`config.mk`:
```
export PLATFORM = sky130hd
export DESIGN_NAME = shift_add_mul
export DESIGN_NICKNAME = d
export VERILOG_FILES = /design/src/rtl/mul_pkg.sv /design/src/rtl/mul_adder.sv /design/src/rtl/mul_ctrl.sv /design/src/rtl/mul_datapath.sv /design/src/rtl/shift_add_mul.sv
export SDC_FILE = /design/constraint.sdc
export NUM_CORES = 1
export LEC_CHECK = 0
export BUFFER_PORTS_ARGS = -buffer_cell sky130_fd_sc_hd__buf_2
export CAP_MARGIN = 0
export CORE_ASPECT_RATIO = 2
export CORE_MARGIN = 5
export CORE_UTILIZATION = 35
export CTS_BUF_LIST = sky130_fd_sc_hd__clkbuf_16
export DETAILED_ROUTE_END_ITERATION = 6
export GPL_TIMING_DRIVEN = 0
export PLACE_DENSITY = 0.59
export SLEW_MARGIN = 15
export SYNTH_ARGS = -nofsm -noshare
export SYNTH_HDL_FRONTEND = slang
export SYNTH_HIERARCHICAL = 1
export SYNTH_SLANG_ARGS = --single-unit
export TNS_END_PERCENT = 5
```
`constraint.sdc`:
```
create_clock -name clk -period 15 [get_ports clk]
set_input_delay 1.5 -clock clk [delete_from_list [all_inputs] [get_ports clk]]
set_output_delay 1.5 -clock clk [all_outputs]
set_load 0.02 [all_outputs]
```
`src/rtl/mul_pkg.sv`:
```
package mul_pkg;

  typedef enum logic [1:0] {
    ST_IDLE = 2'd0,
    ST_RUN  = 2'd1,
    ST_DONE = 2'd2
  } mul_state_e;

endpackage

```
`src/rtl/mul_adder.sv`:
```
// Ripple-carry adder, W bits, carry-in tied low.
module mul_adder #(
  parameter int W = 32
) (
  input  logic [W-1:0] a,
  input  logic [W-1:0] b,
  output logic [W-1:0] sum,
  output logic         cout
);

  logic [W:0] carry;

  assign carry[0] = 1'b0;

  generate
    for (genvar i = 0; i < W; i++) begin : g_bit
      assign sum[i]     = a[i] ^ b[i] ^ carry[i];
      assign carry[i+1] = (a[i] & b[i]) | (carry[i] & (a[i] ^ b[i]));
    end
  endgenerate

  assign cout = carry[W];

endmodule

```
`src/rtl/mul_ctrl.sv`:
```
// Sequencer: accepts start when not running, counts W iterations.
module mul_ctrl
  import mul_pkg::*;
#(
  parameter int W = 32
) (
  input  logic clk,
  input  logic rst,
  input  logic start,
  output logic load,
  output logic step,
  output logic busy,
  output logic done
);

  localparam int CW = (W > 1) ? $clog2(W) : 1;
  localparam logic [CW-1:0] LAST = CW'(W - 1);

  mul_state_e    state_q;
  logic [CW-1:0] iter_q;

  assign load = start && (state_q != ST_RUN);
  assign step = (state_q == ST_RUN);

  always_ff @(posedge clk) begin
    if (rst) begin
      state_q <= ST_IDLE;
      iter_q  <= '0;
      busy    <= 1'b0;
      done    <= 1'b0;
    end else if (load) begin
      state_q <= ST_RUN;
      iter_q  <= '0;
      busy    <= 1'b1;
      done    <= 1'b0;
    end else if (state_q == ST_RUN) begin
      if (iter_q == LAST) begin
        state_q <= ST_DONE;
        busy    <= 1'b0;
        done    <= 1'b1;
      end else begin
        iter_q <= iter_q + 1'b1;
      end
    end
  end

endmodule

```
`src/rtl/mul_datapath.sv`:
```
// Fixed multiplicand, combined product/multiplier register shifting right.
module mul_datapath #(
  parameter int W = 32
) (
  input  logic           clk,
  input  logic           rst,
  input  logic           load,
  input  logic           step,
  input  logic [W-1:0]   mcand_in,
  input  logic [W-1:0]   mplier_in,
  output logic [2*W-1:0] prod
);

  localparam int PW = 2 * W;

  logic [W-1:0] mcand_q;
  logic [W-1:0] addend;
  logic [W-1:0] hi_sum;
  logic         hi_cout;

  assign addend = prod[0] ? mcand_q : '0;

  mul_adder #(.W(W)) u_add (
    .a    (prod[PW-1:W]),
    .b    (addend),
    .sum  (hi_sum),
    .cout (hi_cout)
  );

  always_ff @(posedge clk) begin
    if (rst) begin
      mcand_q <= '0;
      prod    <= '0;
    end else if (load) begin
      mcand_q <= mcand_in;
      prod    <= {{W{1'b0}}, mplier_in};
    end else if (step) begin
      prod    <= {hi_cout, hi_sum, prod[W-1:1]};
    end
  end

endmodule

```
`src/rtl/shift_add_mul.sv`:
```
module shift_add_mul #(
  parameter int W = 32
) (
  input  logic           clk,
  input  logic           rst,
  input  logic           start,
  input  logic [W-1:0]   multiplicand_i,
  input  logic [W-1:0]   multiplier_i,
  output logic           busy,
  output logic           done,
  output logic [2*W-1:0] product
);

  logic load;
  logic step;

  mul_ctrl #(.W(W)) u_ctrl (
    .clk   (clk),
    .rst   (rst),
    .start (start),
    .load  (load),
    .step  (step),
    .busy  (busy),
    .done  (done)
  );

  mul_datapath #(.W(W)) u_dp (
    .clk       (clk),
    .rst       (rst),
    .load      (load),
    .step      (step),
    .mcand_in  (multiplicand_i),
    .mplier_in (multiplier_i),
    .prod      (product)
  );

endmodule

```
==> impl_results.md <==
- Status: finished clean
- Worst Tran Pin Value: around 0.57 ns
- IO Port Bufs: about 130
- Initial core utilization: between 30% and 40%
- Area leader, netlist: dfxtp_1
- DRC errors left: 0
- Syn nets: roughly 560
- Post-synth top cells: dfxtp_1 (103), mux2i_1 (96), nor2_1 (69), nor2b_1 (33), and2_1 (32)
- IO Count: around 130
- Post-CTS sizing: 0
- CP Launch Type: flip-flop
- Ant. Diodes: 0
- Vias in the first global route: around 3700
- TNS Setup: 0 ns
- Area delta synth->final: 23.1%
- Wire per inst: approximately 14 um
- Max incr delay on CP: 0.42 ns
- CTS buffer count: 9
- Top cell type's share of synthesized area: approximately 40%
- CTS tree: yes
- Gr usage total: between 10% and 20%
- Post-DP HPWL: ~8600 um
- Initial antenna violation count: 0
- Hold Path Class: flip-flop to flip-flop
- Max-slew violations: 0
- Clock Sink Count: slightly above 100
- Fin nets: 706
- Die H: approximately 180 um
- Slowest cell on crit path: fa_1
- Crit path required time: 15.28 ns
- Detail Route Antenna Nets: 0
- Peak supply drop: about 0.066 mV
- CP Capture Type: flip-flop
- CTS max path bufs: 2
- DR pass1 iterations: 4
- Ranking of synthesized cells by area: dfxtp_1 (41%), mux2i_1 (19%), fa_1 (12%), nor2_1 (5.2%), a211oi_1 (4.3%)
- Post-synthesis async set-or-reset flop share: 0%
- Pwr Density: around 96 nW/um^2
- Mean post-synth cell area: 10.8 um^2
- RSZ-0062 raised after global routing: false
- Final WL: ~11000 um
- Final Cycle Share: 88.9%
- Max cap viols: 0
- Post-synthesis sequential area ratio: about two fifths
- Fmax: 75.0 MHz
- Inst Count DP: approximately 790
- Final Skew: slightly below 0.007 ns
- Distinct cells, synth: 29
- Crit path kind: flip-flop to flip-flop
- Worst path top cell family by delay: adder cells
- Worst Path Arrival: ~14 ns
- Total die area: roughly 17000 um^2
- Final core utilization: roughly 43%
- Layout cells sized above 1: ~28%
- Synthesis-stage register bit count: approximately 100
- # rows: 62
- Top-count cell post-synth: dfxtp_1
- Die width: 94.6 um
- GR Overflow Total: 0
- CP bufs+invs: 5
- Top_reg_cell synth: dfxtp_1
- Cells after synthesis: around 460
- Clk_lat worst skew: 0.33 ns
- Largest net degree at the start of global routing: 16
- Reg clk slew, reported paths: ~0.070 ns
- Core area: 14200 um^2
- Top cell by count, worst path: fa_1
- LEAKAGE: 2.89 nW
- Crit Path Max Fanout: 10
- Final cell count without fillers: approximately 800
- Final setup fails: 0
- RePlAce Congestion: between 0.7 and 0.8
- First-pass GRT wire length: 18500 um
- Post-synth EDFFs: 0
- Final Hold Fails: 0
- H-tree levels: 3
- Via count: 3640
- Final min period: roughly 13 ns
- Post-Syn Area: about 5000 um^2
- Post-CTS setup buffers: 0
- CTS Hold Buffers Added: 0
- Vias per inst: 4.54
- Synth Warn #: 6
- Root buffer cell: clkbuf_16
- Initial drt markers: 117
- Rel. slew slack: between 60% and 70%
[power by group]
group | total, mW | leakage [nW] | switching, mW | internal [mW]
clock | 0.208 | 0.139 | 0.0984 | 0.110
sequential | 0.297 | 0.843 | 0.00945 | 0.287
combinational | 0.0900 | 1.91 | 0.0492 | 0.0407
[layer usage]
layer	up-vias	GRT usage (%)	wire (um)
met4	0	3.43	118
met3	6	3.02	732
met5	-	0	0
met2	107	21.4	5280
met1	1686	19.3	5320
li1	1841	-	-
[flip-flops by register name, summed over array words and instances (netlist names)]
register / count
u_ctrl/iter_q: 5
u_dp/prod: 64
u_ctrl/state_q: 2
u_dp/mcand_q: 32
[worst min-delay path, delay by kind of cell (launching register included)]
family             cells  cell delay, ns
AOI/OAI and AO/OA      1            0.05
DFF                    1            0.31
and+or+nand+nor        1            0.05
[metrics by stage]
stage,cell area (um^2),power [mW],hold slack [ns],worst slack [ns]
finish,6170,0.595,0.465,1.67
global route,6170,0.627,0.509,1.22
CTS,6170,0.607,0.466,1.59
detailed placement,5910,0.394,0.456,1.62
global placement,5910,0.393,0.449,1.73
floorplan,5010,0.363,0.441,2.32
[cells in the final DEF, fill, tap and decap left out, drive strengths merged]
cell type and n:
buf 155, dfxtp 103, mux2i 96, nor2 69, nor2b 33, a211oi 33, and2 32, fa 31
clkbuf 17, inv 15, a21oi 4, nand2 4, clkinv 3, ha 3, xnor2 2, clkinvlp 1
and3 1, o21bai 1, nor3b 1, or3b 1, nand3 1, o21ai 1, or3 1, nor4bb 1
or2 1
[path summary, 6_finish.rpt]
| check | from | endpoint | slack (ns) | cells past startpoint |
|---|---|---|---|---|
| hold / removal | u_ctrl/iter_q[4] | u_ctrl/iter_q[4] | 0.46 | 2 |
| setup reg to reg | u_dp/prod[0] | u_dp/prod[62] | 1.67 | 39 |
| setup / recovery | u_dp/prod[0] | u_dp/prod[62] | 1.67 | 39 |
| hold reg to reg | u_ctrl/iter_q[4] | u_ctrl/iter_q[4] | 0.46 | 2 |
[final cells by class]
type | instances | area [um^2]
buffer | 31 | 229
clock buffer | 9 | 225
clock inverter | 7 | 33.8
fill | 1439 | 8030
inverter | 12 | 45.0
multi-input combinational | 316 | 2680
sequential | 103 | 2060
tap | 192 | 240
timing repair buffer | 132 | 661
[kinds of logic (layout without fill, tap and decap cells)]
| group | Yosys count | after routing | share of synthesized area (%) |
|---|---|---|---|
| adders and majority gates | 34 | 34 | 13.1 |
| AOI/OAI and AO/OA | 39 | 39 | 5.99 |
| muxes | 96 | 96 | 19.2 |
| DFF | 103 | 103 | 41.1 |
| buffers and inverters | 43 | 191 | 5.47 |
| and+or+nand+nor | 145 | 145 | 14.7 |
| xor gates and xnor gates | 2 | 2 | 0.350 |
Note: power is estimated with default switching activity, not from simulation.
